===== config.mk =====
export PLATFORM = sky130hd
export DESIGN_NAME = gpio_irq_ctrl
export DESIGN_NICKNAME = d
export VERILOG_FILES = /design/src/rtl/gpio_irq_pkg.sv /design/src/rtl/gpio_sync.sv /design/src/rtl/gpio_trig_cell.sv /design/src/rtl/gpio_pend_bank.sv /design/src/rtl/gpio_irq_ctrl.sv
export SDC_FILE = /design/constraint.sdc
export NUM_CORES = 1
export LEC_CHECK = 0
export BUFFER_PORTS_ARGS = -buffer_cell sky130_fd_sc_hd__buf_4
export CORE_MARGIN = 5
export CORE_UTILIZATION = 30
export CTS_CLUSTER_DIAMETER = 120
export DETAILED_ROUTE_END_ITERATION = 12
export HOLD_SLACK_MARGIN = 0.12
export PLACE_DENSITY = 0.55
export RECOVER_POWER = 25
export REMOVE_ABC_BUFFERS = 1
export SYNTH_ARGS = -nofsm -noshare
export SYNTH_HDL_FRONTEND = slang
export SYNTH_SLANG_ARGS = --single-unit

===== constraint.sdc =====
create_clock -name clk -period 2 [get_ports clk]
set_clock_uncertainty 0.2 [all_clocks]
set_input_delay 0.1 -clock clk [delete_from_list [all_inputs] [get_ports clk]]
set_output_delay 0.1 -clock clk [all_outputs]
set_load 0.005 [all_outputs]

===== src/rtl/gpio_irq_pkg.sv =====
package gpio_irq_pkg;
  localparam int REG_AW = 6;

  localparam logic [REG_AW-1:0] OFS_DATA  = 6'h00;
  localparam logic [REG_AW-1:0] OFS_DIR   = 6'h04;
  localparam logic [REG_AW-1:0] OFS_IEN   = 6'h08;
  localparam logic [REG_AW-1:0] OFS_ISTAT = 6'h0C;
  localparam logic [REG_AW-1:0] OFS_IPEND = 6'h10;
  localparam logic [REG_AW-1:0] OFS_ICLR  = 6'h14;
  localparam logic [REG_AW-1:0] OFS_MODE  = 6'h18;
  localparam logic [REG_AW-1:0] OFS_POL   = 6'h1C;
  localparam logic [REG_AW-1:0] OFS_VER   = 6'h20;
  localparam logic [REG_AW-1:0] OFS_DUAL  = 6'h24;

  typedef enum logic [2:0] {
    TRG_LOW, TRG_HIGH, TRG_FALL, TRG_RISE, TRG_ANY
  } trig_e;

  function automatic trig_e trig_decode(input logic edge_sel, input logic pol,
                                        input logic dual, input logic dual_ok);
    if (!edge_sel)           return pol ? TRG_HIGH : TRG_LOW;
    else if (dual && dual_ok) return TRG_ANY;
    else                     return pol ? TRG_RISE : TRG_FALL;
  endfunction
endpackage


===== src/rtl/gpio_sync.sv =====
module gpio_sync #(
  parameter int unsigned W = 32
) (
  input  logic         clk,
  input  logic         rst_n,
  input  logic [W-1:0] d_i,
  output logic [W-1:0] q_o,
  output logic [W-1:0] q_dly_o
);
  logic [W-1:0] meta_q;

  always_ff @(posedge clk or negedge rst_n) begin
    if (!rst_n) begin
      meta_q  <= '0;
      q_o     <= '0;
      q_dly_o <= '0;
    end else begin
      meta_q  <= d_i;
      q_o     <= meta_q;
      q_dly_o <= q_o;
    end
  end
endmodule


===== src/rtl/gpio_trig_cell.sv =====
module gpio_trig_cell
  import gpio_irq_pkg::*;
#(
  parameter bit DUAL_OK = 1'b1
) (
  input  logic cur_i,
  input  logic prv_i,
  input  logic edge_i,
  input  logic pol_i,
  input  logic dual_i,
  output logic hit_o
);
  trig_e mode;

  always_comb begin
    mode = trig_decode(edge_i, pol_i, dual_i, DUAL_OK);
    unique case (mode)
      TRG_HIGH: hit_o = cur_i;
      TRG_LOW:  hit_o = ~cur_i;
      TRG_RISE: hit_o = cur_i & ~prv_i;
      TRG_FALL: hit_o = ~cur_i & prv_i;
      TRG_ANY:  hit_o = cur_i ^ prv_i;
      default:  hit_o = 1'b0;
    endcase
  end
endmodule


===== src/rtl/gpio_pend_bank.sv =====
module gpio_pend_bank #(
  parameter int unsigned W = 32
) (
  input  logic         clk,
  input  logic         rst_n,
  input  logic [W-1:0] hit_i,
  input  logic [W-1:0] clr_i,
  input  logic [W-1:0] en_i,
  output logic [W-1:0] pend_o,
  output logic         irq_o
);
  always_ff @(posedge clk or negedge rst_n) begin
    if (!rst_n) begin
      pend_o <= '0;
      irq_o  <= 1'b0;
    end else begin
      pend_o <= (pend_o & ~clr_i) | hit_i;
      irq_o  <= |(pend_o & en_i);
    end
  end
endmodule


===== src/rtl/gpio_irq_ctrl.sv =====
module gpio_irq_ctrl
  import gpio_irq_pkg::*;
#(
  parameter int unsigned N       = 32,
  parameter int unsigned VERSION = 3
) (
  input  logic              clk,
  input  logic              rst_n,
  input  logic [REG_AW-1:0] bus_addr,
  input  logic              bus_we,
  input  logic [31:0]       bus_wdata,
  output logic [31:0]       bus_rdata,
  input  logic [N-1:0]      pin_in,
  output logic [N-1:0]      pin_out,
  output logic [N-1:0]      pin_oe,
  output logic              irq_o
);
  localparam bit DUAL_OK = (VERSION >= 3);

  logic [N-1:0] out_q, dir_q, en_q, sel_q, pol_q, dual_q;
  logic [N-1:0] pin_s, pin_d, hit_w, pend_q, clr_w, wbits;

  function automatic logic [31:0] zx(input logic [N-1:0] v);
    logic [31:0] r;
    r = '0;
    r[N-1:0] = v;
    return r;
  endfunction

  assign wbits = bus_wdata[N-1:0];
  assign clr_w = (bus_we && bus_addr == OFS_ICLR) ? wbits : '0;

  always_ff @(posedge clk or negedge rst_n) begin
    if (!rst_n) begin
      out_q  <= '0;
      dir_q  <= '1;
      en_q   <= '0;
      sel_q  <= '0;
      pol_q  <= '1;
      dual_q <= '0;
    end else if (bus_we) begin
      case (bus_addr)
        OFS_DATA: out_q  <= wbits;
        OFS_DIR:  dir_q  <= wbits;
        OFS_IEN:  en_q   <= wbits;
        OFS_MODE: sel_q  <= wbits;
        OFS_POL:  pol_q  <= wbits;
        OFS_DUAL: dual_q <= wbits;
        default: ;
      endcase
    end
  end

  gpio_sync #(.W(N)) sync_i (
    .clk     (clk),
    .rst_n   (rst_n),
    .d_i     (pin_in),
    .q_o     (pin_s),
    .q_dly_o (pin_d)
  );

  for (genvar g = 0; g < N; g++) begin : g_pin
    gpio_trig_cell #(.DUAL_OK(DUAL_OK)) trig_i (
      .cur_i  (pin_s[g]),
      .prv_i  (pin_d[g]),
      .edge_i (sel_q[g]),
      .pol_i  (pol_q[g]),
      .dual_i (dual_q[g]),
      .hit_o  (hit_w[g])
    );
  end

  gpio_pend_bank #(.W(N)) pend_i (
    .clk    (clk),
    .rst_n  (rst_n),
    .hit_i  (hit_w),
    .clr_i  (clr_w),
    .en_i   (en_q),
    .pend_o (pend_q),
    .irq_o  (irq_o)
  );

  assign pin_out = out_q;
  assign pin_oe  = ~dir_q;

  always_comb begin
    case (bus_addr)
      OFS_DATA:  bus_rdata = zx((pin_s & dir_q) | (out_q & ~dir_q));
      OFS_DIR:   bus_rdata = zx(dir_q);
      OFS_IEN:   bus_rdata = zx(en_q);
      OFS_ISTAT: bus_rdata = zx(pend_q & en_q);
      OFS_IPEND: bus_rdata = zx(pend_q);
      OFS_MODE:  bus_rdata = zx(sel_q);
      OFS_POL:   bus_rdata = zx(pol_q);
      OFS_VER:   bus_rdata = VERSION;
      OFS_DUAL:  bus_rdata = zx(dual_q);
      default:   bus_rdata = '0;
    endcase
  end
endmodule


Yosys cells after proc, flatten, opt, wreduce, memory -nomap -nowiden
Index checks and enable logic that the tools add are counted.
Widths: inputs -> output; s select.
{ "classes": {"eq_ne": 137, "mux": 162, "bitwise_logic": 168, "n_reduce_logical": 41} }
{ "op_table": {"columns": ["op", "n"], "rows": [
  ["$pmux 32 s9", 1],
  ["$eq 3x2->1 const B", 64],
  ["$mux 3", 64],
  ["$pmux 1 s5", 32],
  ["$and 32x32->32", 4],
  ["$eq 3x1->1 const B", 32],
  ["$eq 3x3->1 const B", 32],
  ["$logic_not 3->1", 32],
  ["$and 1x1->1", 64],
  ["$mux 1", 64],
  ["$not 1->1", 64],
  ["$not 32->32", 2],
  ["$or 32x32->32", 2],
  ["$mux 32", 1],
  ["$reduce_or 32->1", 1],
  ["$xor 1x1->1", 32],
  ["$eq 6x5->1 const B", 4],
  ["$eq 6x4->1 const B", 2],
  ["$eq 6x6->1 const B", 2],
  ["$reduce_and 2->1", 6],
  ["$eq 6x3->1 const B", 1],
  ["$logic_not 6->1", 1],
  ["$logic_and 1x1->1", 1]
]} }
{ "totals": {"ff_bits": 321, "out_inout_bits": 97, "wordCells": 519} }

Longest topological paths before layout
Gate-level depths: netlist of run 1.
{ "logic_depth": {"ltp_word": 6, "depth_mapped": 7, "depth_no_buf": 6} }

Modules after synthesis
A second synthesis of run 1 with hierarchy kept.
{ "hier_totals": {"hier_cells": 1368, "hier_area_um2": 15821.4} }
{ "modules_own_cells": {"columns": ["mod", "instances", "cells_per_inst", "area_per_inst_um2", "seq_area_each_um2"], "rows": [
  ["gpio_irq_ctrl", 1, 770, 9586.7, 4884.7],
  ["gpio_trig_cell", 32, 12, 77.6, 0.0],
  ["gpio_sync", 1, 96, 2402.3, 2402.3],
  ["gpio_pend_bank", 1, 118, 1350.0, 825.8]
]} }

Least setup slack after synthesis of run 1
No wires, ideal clock.
{ "synth_timing": {"kind": "input to register", "from": "in bus_addr[5]", "to": "reg en_q[21]", "setup_time_ps": 125, "t_arrival_ps": 1644, "required_ps": 1675, "slack_ps": 31, "path_stages": 6, "cell_sequence": "clkbuf_1 or2_2 buf_2 nor4b_4 buf_6 mux2_2"} }
{ "synth_between": {"elab_chain_cells": 2} }
{ "synth_lines": {"columns": ["element", "line", "rtl"], "rows": [
  ["start: declaration", "gpio_irq_ctrl.sv:9", "input logic [REG_AW-1:0] bus_addr,"],
  ["$eq 6x4->1", "gpio_irq_ctrl.sv:42", "case (bus_addr)"],
  ["$reduce_and 2->1 (no source line)", null, null],
  ["end signal: assignment", "gpio_irq_ctrl.sv:45", "OFS_IEN: en_q <= wbits;"],
  ["end: declaration", "gpio_irq_ctrl.sv:20", "logic [N-1:0] out_q, dir_q, en_q, sel_q, pol_q, dual_q;"]
]} }
Every way passes these cells.
A chain may end at the register's enable or synchronous reset.

Worst setup path after layout of run 1
{ "layout_timing": {"from": "reg dir_q[4]", "to": "out bus_rdata[4]"} }
{ "layout_between": {"elab_chain_cells": 4} }
{ "layout_lines": {"columns": ["element", "line", "rtl"], "rows": [
  ["start: declaration", "gpio_irq_ctrl.sv:20", null],
  ["start signal: assignment", "gpio_irq_ctrl.sv:44", "OFS_DIR: dir_q <= wbits;"],
  ["$not 32->32", "gpio_irq_ctrl.sv:88", "OFS_DATA: bus_rdata = zx((pin_s & dir_q) | (out_q & ~dir_q));"],
  ["$and 32x32->32", "gpio_irq_ctrl.sv:88", null],
  ["$or 32x32->32", "gpio_irq_ctrl.sv:88", null],
  ["$pmux 32 s9 (*)", "gpio_irq_ctrl.sv:87", "case (bus_addr)"],
  ["end: declaration", "gpio_irq_ctrl.sv:12", "output logic [31:0] bus_rdata,"]
]} }
Mark *: on every way between the ends. The rest lies on a longest branch, timed or not.

==> results_dict.tcl, run 1 <==
set metrics [dict create \
    p_per_area_mw_per_mm2 843 \
    synth_cell_types 50 \
    synth-main-ff-cell "dfrtp_1" \
    crit_buf_inv 1 \
    clkSinkCount 321 \
    post-place-ws_ns -0.147 \
    place_area_mm2 0.0179 \
    n_fill_cell 4810 \
    num_vias 11700 \
    period_needed_ns 2.33 \
    fp.dieW_um 236 \
    htreeDepth 2 \
    seq_power_share_pct 44.3 \
    async_flop_share_pct 100 \
    switching_share_pct 26.3 \
    power.clock.fraction_pct 40.7 \
    cp_slowest_cell "dfstp_2" \
    clockRootBuffer "clkbuf_16" \
    hold_depth 5 \
    drv_cap 0 \
    gr-total-overflow 0 \
    clk-insertion-delay-late_ns 0.55 \
    grt_pass1_wl_um 73600 \
    switching_power_mw 4.67 \
    port_buffers 169 \
    reg2reg_depth 3 \
    power.leakage_nw 9.75 \
    cp.depth 5 \
    area_delta_synth_final_pct 37.9 \
    vias_per_cell 5.00 \
    endpoint_kind "output port" \
    cp_cell_sequence "mux2i_4 > nor3_2 > a221oi_2 > nand4_1 > buf_4" \
    diodes 0 \
    cts_tree "built" \
    fmax_ghz 0.430 \
    hold_ws_ns 0.131 \
    synth-seq-cells 321 \
    std_cell_rows 82 \
    worstHoldPathType "primary input to flip-flop" \
    seq_area_frac_synth_pct 53.1 \
    maxSlewViolCount 0 \
    ir_drop_v 0.000608 \
    seqCellArea_mm2 0.00811 \
    grt_pass1_vias 12200 \
    critical_path_class "flip-flop to output port" \
    dr.pass1.iters 5 \
    start_util_pct 30.4 \
    rsz0062_at_grt "true" \
    drive_gt1_share_pct 40.2 \
    multi_input_area_mm2 0.00689 \
    wire_per_inst_um 20.3 \
    p_int_mw 13.1 \
    syn_area_per_cell_um2 12.3 \
    violations "negative setup slack" \
    synthesis.area_mm2 0.0153 \
    yosys_warnings 0 \
    hold_viol 0 \
    critPathRequiredTime_ns 1.70 \
    setup_ws_ns -0.328 \
    critical_path.max_stage_delay_ns 0.59 \
    clockBufferDepth 3 \
    fp.dieH_um 236 \
    fp.coreArea_mm2 0.0503 \
    slew_headroom_pct 46.3 \
    cp_max_fo 2 \
    fin_crit_sh_pct 116 \
    antenna_left 0 \
    grt_max_degree 74 \
    io_pins 170 \
    wl_um 47400 \
    layout.nets 1771 \
    cp_data_arrival_time_ns 2.03 \
    finalSetupViolations 26 \
    synthCells 1244 \
    drt_iter0_drc 665 \
    antenna_found_initial 1 \
    numCtsBuffers 40 \
    synth_edf_count 0 \
    place_congestion 0.812 \
    run_status "finished, violations left" \
    hpwl_um 31300 \
    start_kind "flip-flop" \
    design_area_mm2 0.0211 \
    drc_errors 0 \
    tightest_slew_ns 0.806 \
    p_comb_share_pct 15.0 \
    dieArea_mm2 0.0556 \
    cpLargestDelayFamily "flip-flops" \
    grtUsageTotal_pct 16.7 \
    path_clk_slew_ns 0.06 \
]
==> Yosys cell counts, types with 2 or more instances <==
library cell / instances / area share, %
mux2i_1: 9 / 0.59
dfrtp_1: 257 / 42
nor3_1: 8 / 0.26
inv_1: 99 / 2.4
o2111a_1: 4 / 0.29
clkbuf_1: 24 / 0.59
a211oi_1: 33 / 1.6
a221o_1: 32 / 2.1
or4_1: 4 / 0.20
dfstp_2: 64 / 11
xor2_1: 32 / 1.8
o211a_1: 14 / 0.92
nor2b_1: 33 / 1.4
a21oi_1: 50 / 1.6
mux2_2: 150 / 11
nand2_1: 50 / 1.2
mux2_1: 32 / 2.4
buf_6: 6 / 0.44
a221oi_1: 14 / 0.80
o21ai_0: 32 / 1.0
and3_1: 6 / 0.25
nor4_1: 2 / 0.082
a22oi_1: 61 / 3.0
buf_2: 23 / 0.75
a32oi_1: 6 / 0.34
a2bb2oi_1: 2 / 0.11
nand4_1: 16 / 0.65
buf_1: 3 / 0.074
or3b_2: 13 / 0.74
nand3_1: 20 / 0.65
o2111ai_1: 12 / 0.69
nor2_1: 36 / 0.88
mux2_4: 17 / 1.7
ha_1: 64 / 5.2
==> through the flow <==
stage          power (mW)  TNS, ns  cells  utilization, %
5_1_grt              18.6   -10.28   2337            41.9
4_1_cts              18.0    -5.22   2323            41.6
3_5_place_dp         10.2   -10.36   2094            35.6
6_report             17.8    -3.86   2337            41.9
3_3_place_gp         10.1    -5.57   2094            35.6
2_1_floorplan        8.95  -198.51   1188               -
==> repair_timing <==
item,CTS,global route
endpoints found under the setup margin,32,35
endpoints found under the hold margin,577,0
hold buffers,106,0
resized for setup,87,35
gates cloned,1,1
buffers inserted,49,13
pin swaps,66,25
==> layout by cell type, fill, tap and decap left out, types with 12 or more instances in the layout <==
cell | netlist | routed
dfrtp_1 | 257 | 257
buf_4 | 0 | 225
mux2_2 | 150 | 145
dlygate4sd3_1 | 0 | 105
inv_1 | 99 | 94
ha_1 | 64 | 64
dfstp_2 | 64 | 64
a22oi_1 | 61 | 60
nand2_1 | 50 | 46
clkbuf_16 | 0 | 41
a21oi_1 | 50 | 36
nor2_1 | 36 | 34
nor2b_1 | 33 | 33
a211oi_1 | 33 | 32
xor2_1 | 32 | 32
a221o_1 | 32 | 32
mux2_1 | 32 | 32
clkbuf_4 | 0 | 32
mux2_4 | 17 | 22
o21ai_1 | 0 | 20
clkbuf_1 | 24 | 17
buf_12 | 0 | 17
nand4_1 | 16 | 16
or3b_4 | 0 | 14
nand3_1 | 20 | 14
o211a_1 | 14 | 14
buf_6 | 6 | 14
o2111ai_1 | 12 | 12
==> worst paths after layout <==
check                      slack [ns]                        start                           to
max                             -0.33         dir_q[4]$_DFFE_PN1P_                 bus_rdata[4]
max in group asynchronous        0.06                        rst_n        pol_q[14]$_DFFE_PN1P_
min reg2reg                      0.14  sync_i.meta_q[29]$_DFF_PN0_     sync_i.q_o[29]$_DFF_PN0_
min                              0.13                  bus_addr[0]         en_q[19]$_DFFE_PN0P_
min in group asynchronous        0.66                        rst_n  sync_i.meta_q[14]$_DFF_PN0_
max reg2reg                      0.15          en_q[1]$_DFFE_PN0P_       pend_i.irq_o$_DFF_PN0_
==> worst register-to-register path, cell delays in order (launching register included) <==
cell	delay [ns]
dfrtp_1	0.39
a22oi_1	0.31
nand4_1	0.29
or4_1	0.55
==> registers in the layout, indices dropped and copies added (netlist names) <==
register,cells
dual_q,32
pend_i.irq_o,1
sync_i.q_dly_o,32
dir_q,32
sync_i.q_o,32
pend_i.pend_o,32
en_q,32
pol_q,32
sel_q,32
pin_out,32
sync_i.meta_q,32
==> power groups by stage <==
stage	combinational, mW	clock, mW	sequential (mW)
detailed placement	2.21	0	7.99
CTS	2.68	7.47	7.85
floorplan	1.14	0	7.81
global route	2.94	7.71	7.96
global placement	2.16	0	7.96
finish	2.67	7.23	7.86
==> cell type report <==
type,instances,area share [%]
clock buffer,60,5.58
clock inverter,13,0.688
inverter,99,1.76
multi-input combinational,768,32.7
sequential,321,38.5
tap,672,3.99
timing repair buffer,404,16.8
==> layer usage <==
| layer | GRT usage [%] | share of wire, % |
|---|---|---|
| met2 | 27.7 | 48 |
| met3 | 2.96 | 4.8 |
| met1 | 22.3 | 45 |
| met5 | 0 | 0.025 |
| met4 | 5.30 | 2.7 |
==> cell families (layout without fill, tap and decap cells) <==
kind of cell,count (synthesis),count (layout),share of synthesized area (%)
and+or+nand+nor,202,202,7.22
DFF,321,321,53.1
buffers and inverters,155,576,4.29
adders and majority gates,64,64,5.24
muxes,208,208,15.7
xor gates and xnor gates,32,32,1.83
AOI/OAI and AO/OA,262,262,12.7
(Power assumes the default switching activity.)
==> inputs of run 2 (changes only) <==
Settings changed: BUFFER_PORTS_ARGS -buffer_cell sky130_fd_sc_hd__buf_4 to default, DONT_BUFFER_PORTS from default to 1, PLACE_DENSITY 0.55 to 0.53, TNS_END_PERCENT from default to 30.
==> run 2 against run 1 <==
- critical endpoint is now bus_rdata[27]
- critical path depth down 1
- worst setup slack better by 0.10 ns
- sequential power up 1%
- global-route usage down 0.13 points
- the flow finishes with violations (negative hold slack, negative setup slack)
- fmax up 4.7%
- register-to-register slack better by 0.02 ns
- routed wire length down 0.95%
- die area unchanged
==> results_dict.tcl, run 2 (same netlist as run 1, synthesis figures left out) <==
set metrics [dict create \
    run_status "finished, violations left" \
    violations "negative hold slack, negative setup slack" \
    layout.nets 1556 \
    critPathRequiredTime_ns 1.70 \
    vias_per_cell 5.07 \
    start_kind "flip-flop" \
    clockRootBuffer "clkbuf_16" \
    hpwl_um 30000 \
    fp.dieW_um 236 \
    start_util_pct 30.4 \
    ir_drop_v 0.000536 \
    hold_viol 321 \
    wire_per_inst_um 22.1 \
    drc_errors 0 \
    wl_um 47000 \
    seqCellArea_mm2 0.00812 \
    num_vias 10800 \
    endpoint_kind "output port" \
    drt_iter0_drc 677 \
    grtUsageTotal_pct 16.6 \
    clkSinkCount 321 \
    p_int_mw 12.9 \
    seq_power_share_pct 45.9 \
    clockBufferDepth 3 \
    fp.dieH_um 236 \
    power.clock.fraction_pct 43.1 \
    n_fill_cell 4889 \
    std_cell_rows 82 \
    cp_max_fo 4 \
    dieArea_mm2 0.0556 \
    port_buffers 0 \
    place_congestion 0.792 \
    io_pins 170 \
    cts_tree "built" \
    rsz0062_at_grt "true" \
    grt_max_degree 322 \
    tightest_slew_ns 0.574 \
    switching_share_pct 25.6 \
    maxSlewViolCount 0 \
    clk-insertion-delay-late_ns 0.55 \
    drive_gt1_share_pct 29.6 \
    finalSetupViolations 16 \
    area_delta_synth_final_pct 26.9 \
    critical_path_class "flip-flop to output port" \
    final_cell_mix "dfrtp_1 (254), mux2_2 (146), dlygate4sd3_1 (126), inv_1 (97)" \
    post-place-ws_ns 0.0285 \
    multi_input_area_mm2 0.00683 \
    drv_cap 0 \
    antenna_found_initial 2 \
    htreeDepth 2 \
    power.leakage_nw 8.74 \
    p_comb_share_pct 11.0 \
    antenna_left 0 \
    period_needed_ns 2.22 \
    gr-total-overflow 0 \
    worstHoldPathType "primary input to asynchronous set/reset pin" \
    placed_cells 1906 \
    post_layout_nonfiller_instances 2124 \
    switching_power_mw 4.42 \
    p_per_area_mw_per_mm2 892 \
    grt_pass1_vias 11300 \
    fp.coreArea_mm2 0.0503 \
    dr.pass1.iters 5 \
    setup_ws_ns -0.223 \
    slew_headroom_pct 61.4 \
    layout_commonest_cell "dfrtp_1" \
    power_mw 17.3 \
    fin_crit_sh_pct 111 \
    hold_ws_ns -0.948 \
    path_clk_slew_ns 0.06 \
    numCtsBuffers 41 \
    cp_data_arrival_time_ns 1.92 \
    grt_pass1_wl_um 71600 \
    fmax_ghz 0.450 \
]
-- run 2: metrics by stage --
step,utilization [%],TNS [ns],instance area (um2)
finish,38.6,-1.94,19400
global route,38.6,-4.34,19400
CTS,38.3,-5.66,19200
detailed placement,32.6,0,16400
global placement,32.6,0,16400
floorplan,-,-198.51,15000
-- run 2: layout make-up --
class                      count  share of cell area [%]
clock inverter                14                    1.05
antenna                        1                  0.0129
multi-input combinational    768                    35.2
sequential                   321                    41.9
timing repair buffer         188                    9.68
tap                          672                    4.34
clock buffer                  61                    5.94
inverter                      99                    1.92
-- run 2: worst max-delay path, stage by stage (launching register included) --
cell      delay (ns)
dfstp_2         0.57
mux2i_2         0.26
nor3_1          0.07
a221oi_1        0.24
nand4_1         0.24
-- run 2: timing repair --
item,CTS,global route
pin swaps,35,20
resized for setup,58,27
cloned,0,0
endpoints found under the hold margin,577,353
hold buffers,127,1
setup buffers,6,9
setup endpoints to repair,29,52
-- run 2: layer usage --
layer | GRT usage [%] | vias up | share of wire, %
met3 | 4.24 | 90 | 5.7
met1 | 21.9 | 5524 | 44
met5 | 0 | - | 0.015
li1 | - | 4888 | -
met4 | 5.38 | 2 | 3.2
met2 | 26.7 | 271 | 47
-- run 2: worst paths after layout --
kind / slack, ns / endpoint / from / cells past startpoint
setup / recovery: -0.22 / bus_rdata[27] / dir_q[27]$_DFFE_PN1P_ / 4
hold / removal: -0.95 / sync_i.meta_q[29]$_DFF_PN0_ / rst_n / 0
setup reg to reg: 0.17 / pend_i.pend_o[4]$_DFF_PN0_ / sync_i.q_o[4]$_DFF_PN0_ / 6
hold reg to reg: 0.15 / sync_i.q_o[10]$_DFF_PN0_ / sync_i.meta_q[10]$_DFF_PN0_ / 0
max in group asynchronous: 2.05 / pin_out[4]$_DFFE_PN0P_ / rst_n / 0
min in group clk: 0.15 / sync_i.q_o[10]$_DFF_PN0_ / sync_i.meta_q[10]$_DFF_PN0_ / 0
-- run 2: power by group through the flow --
stage / logic, mW / registers (mW) / clock network (mW)
floorplan: 1.14 / 7.81 / 0
global placement: 1.45 / 8.02 / 0
detailed placement: 1.49 / 8.05 / 0
CTS: 1.90 / 7.93 / 7.70
global route: 2.12 / 8.04 / 7.99
finish: 1.91 / 7.94 / 7.46
==> inputs of run 3 (changes only) <==
Settings changed: ABC_AREA from default to 1.
Clock period 2 ns to 2.4 ns, I/O delays scaled along.
==> run 3 against run 2 <==
- the run ends with negative hold slack left
- synthesized cell count rose by 57%
- sequential power fell by 18%
- power fell by 18%
- critical endpoint is now bus_rdata[21]
==> results_dict.tcl, run 3 <==
set metrics [dict create \
    clkSinkCount 321 \
    start_util_pct 30.1 \
    htreeDepth 2 \
    wl_um 50600 \
    start_kind "primary input" \
    p_per_area_mw_per_mm2 739 \
    synth_edf_count 0 \
    power.clock.fraction_pct 42.8 \
    top_usage_layer "met2" \
    dr.pass1.iters 7 \
    fp.coreArea_mm2 0.0522 \
    drv_cap 0 \
    period_needed_ns 2.29 \
    grt_pass1_vias 13200 \
    yosys-top-cells-area "dfrtp_1 (41%), nand2_1 (12%), dfstp_2 (11%), o21ai_0 (7.7%), inv_1 (5.5%)" \
    run_status "finished, violations left" \
    critPathRequiredTime_ns 2.08 \
    layout.nets 2212 \
    clk-insertion-delay-late_ns 0.55 \
    place_area_mm2 0.0167 \
    fp.dieH_um 239 \
    dieArea_mm2 0.0572 \
    post-place-ws_ns 0.519 \
    p_comb_share_pct 11.1 \
    drc_errors 0 \
    synth-seq-cells 321 \
    seq_power_share_pct 46.1 \
    cp_data_arrival_time_ns 1.97 \
    placed_cells 2600 \
    yosysTopAreaCell "dfrtp_1" \
    use_met1_pct 23.8 \
    hold_ws_ns -0.918 \
    layout_commonest_cell "nand2_1" \
    finalSetupViolations 0 \
    slew_headroom_pct 37.3 \
    drive_gt1_share_pct 8.84 \
    fin_crit_sh_pct 95.4 \
    grt_pass1_wl_um 78300 \
    area_delta_synth_final_pct 22.0 \
    path_clk_slew_ns 0.06 \
    place_congestion 0.806 \
    worstHoldPathType "primary input to asynchronous set/reset pin" \
    synth-main-ff-cell "dfrtp_1" \
    num_vias 13400 \
    post_layout_nonfiller_instances 2793 \
    design_area_mm2 0.0192 \
    yosys_warnings 0 \
    endpoint_kind "output port" \
    final_cell_mix "nand2_1 (509), dfrtp_1 (257), o21ai_0 (242), inv_1 (230), nand3_1 (139)" \
    numCtsBuffers 41 \
    syn_area_per_cell_um2 8.07 \
    clockBufferDepth 3 \
    wire_per_inst_um 18.1 \
    gr-total-overflow 0 \
    io_pins 170 \
    p_int_mw 10.4 \
    yosysMostFrequentCell "nand2_1" \
    violations "negative hold slack" \
    hpwl_um 32700 \
    switching_share_pct 26.8 \
    ir_drop_v 0.000365 \
    tightest_slew_ns 0.940 \
    cp_max_fo 26 \
    use_met3_pct 3.62 \
    clockRootBuffer "clkbuf_16" \
    antenna_found_initial 1 \
    synthCells 1951 \
    netlist.area_leader.share_pct 40.8 \
    grt_max_degree 322 \
    fp.dieW_um 239 \
    fin_util_pct 36.8 \
    switching_power_mw 3.81 \
    std_cell_rows 84 \
    maxSlewViolCount 0 \
    synth_cell_types 26 \
    power.leakage_nw 8.81 \
    hold_viol 321 \
    fmax_ghz 0.437 \
    holdBufCountCts 119 \
    async_flop_share_pct 100 \
    met2_usage_pct 28.3 \
    vias_per_cell 4.81 \
    critical_path_class "primary input to output port" \
    grtUsageTotal_pct 17.5 \
    drt_iter0_drc 926 \
    cts_tree "built" \
    port_buffers 0 \
    setup_ws_ns 0.110 \
    synth_top_cells_by_count "nand2_1 (511), dfrtp_1 (257), o21ai_0 (242), inv_1 (230), nor2_1 (141)" \
    antenna_left 0 \
    seq_area_frac_synth_pct 51.5 \
    synthesis.area_mm2 0.0157 \
]
## run 3: changes by cell type in the layout (fill, tap and decap cells not counted), sizes merged, moves of 113 or more
cell	previous run	this run
nor2	36	149
nand2	50	514
inv	100	233
o21ai	32	334
mux2	199	0
nand3	20	143
## run 3: power by group through the flow
| stage | registers, mW | logic, mW | clock network, mW |
|---|---|---|---|
| final | 6.54 | 1.58 | 6.08 |
| after global routing | 6.63 | 1.83 | 6.53 |
| after CTS | 6.54 | 1.59 | 6.32 |
| after detailed placement | 6.63 | 1.41 | 0 |
| after global placement | 6.62 | 1.36 | 0 |
| after floorplan | 6.46 | 1.00 | 0 |
## run 3: timing repair
item	CTS	global route
endpoints found under the hold margin	577	321
gates resized for setup	0	2
setup buffers	0	1
endpoints found under the setup margin	0	21
## run 3: worst paths after layout
check | slack, ns | cells after the start | startpoint | to
hold reg to reg | 0.15 | 0 | sync_i.meta_q[13]$_DFF_PN0_ | sync_i.q_o[13]$_DFF_PN0_
setup reg to reg | 0.88 | 3 | pol_q[14]$_DFFE_PN1P_ | pol_q[14]$_DFFE_PN1P_
min in group clk | 0.10 | 6 | bus_addr[2] | pin_out[29]$_DFFE_PN0P_
hold / removal | -0.92 | 0 | rst_n | sync_i.meta_q[27]$_DFF_PN0_
max in group asynchronous | 2.15 | 0 | rst_n | sel_q[20]$_DFFE_PN0P_
setup / recovery | 0.11 | 9 | bus_addr[1] | bus_rdata[21]
## run 3: metal layers
metal  vias up  share of wire (%)
met5         -                  0
met4         0                2.7
met3        77                6.6
met2       384                 46
met1      6419                 45
li1       6544                  -
## run 3: logic make-up (layout without fill, tap and decap cells)
group / after synthesis / in the layout / synth area share [%]
buf+inv: 309 / 462 / 7.59
flops: 321 / 321 / 51.5
compound gates: 411 / 411 / 13.3
xor+xnor: 7 / 7 / 0.389
simple gates: 839 / 839 / 22.2
other cells: 0 / 1 / 0
fa+ha+maj: 64 / 64 / 5.09
## run 3: per-stage QoR
stage	setup TNS (ns)	power (mW)	hold WS, ns
2_1_floorplan	-121.28	7.47	-0.376
3_3_place_gp	0	7.98	-0.355
3_5_place_dp	0	8.04	-0.353
4_1_cts	0	14.5	-0.955
5_1_grt	-0.00430	15.0	-0.953
6_report	0	14.2	-0.918
## run 3: final cells by class
class,count,area (um2)
Fill cell,5328,33000
Sequential cell,321,8110
Multi-Input combinational cell,1321,6470
Timing Repair Buffer,157,1580
Clock buffer,61,1180
Inverter,233,875
Tap cell,688,861
Clock inverter,11,135
Antenna cell,1,2.50
## run 3: worst max-delay path, cell delays in order
cell           delay (ns)
dlygate4sd3_1        0.55
nor2_2               0.28
nand2_2              0.17
nor2_4               0.17
buf_12               0.26
nand2_1              0.12
nand2_1              0.08
nor2_1               0.06
nand2_1              0.14
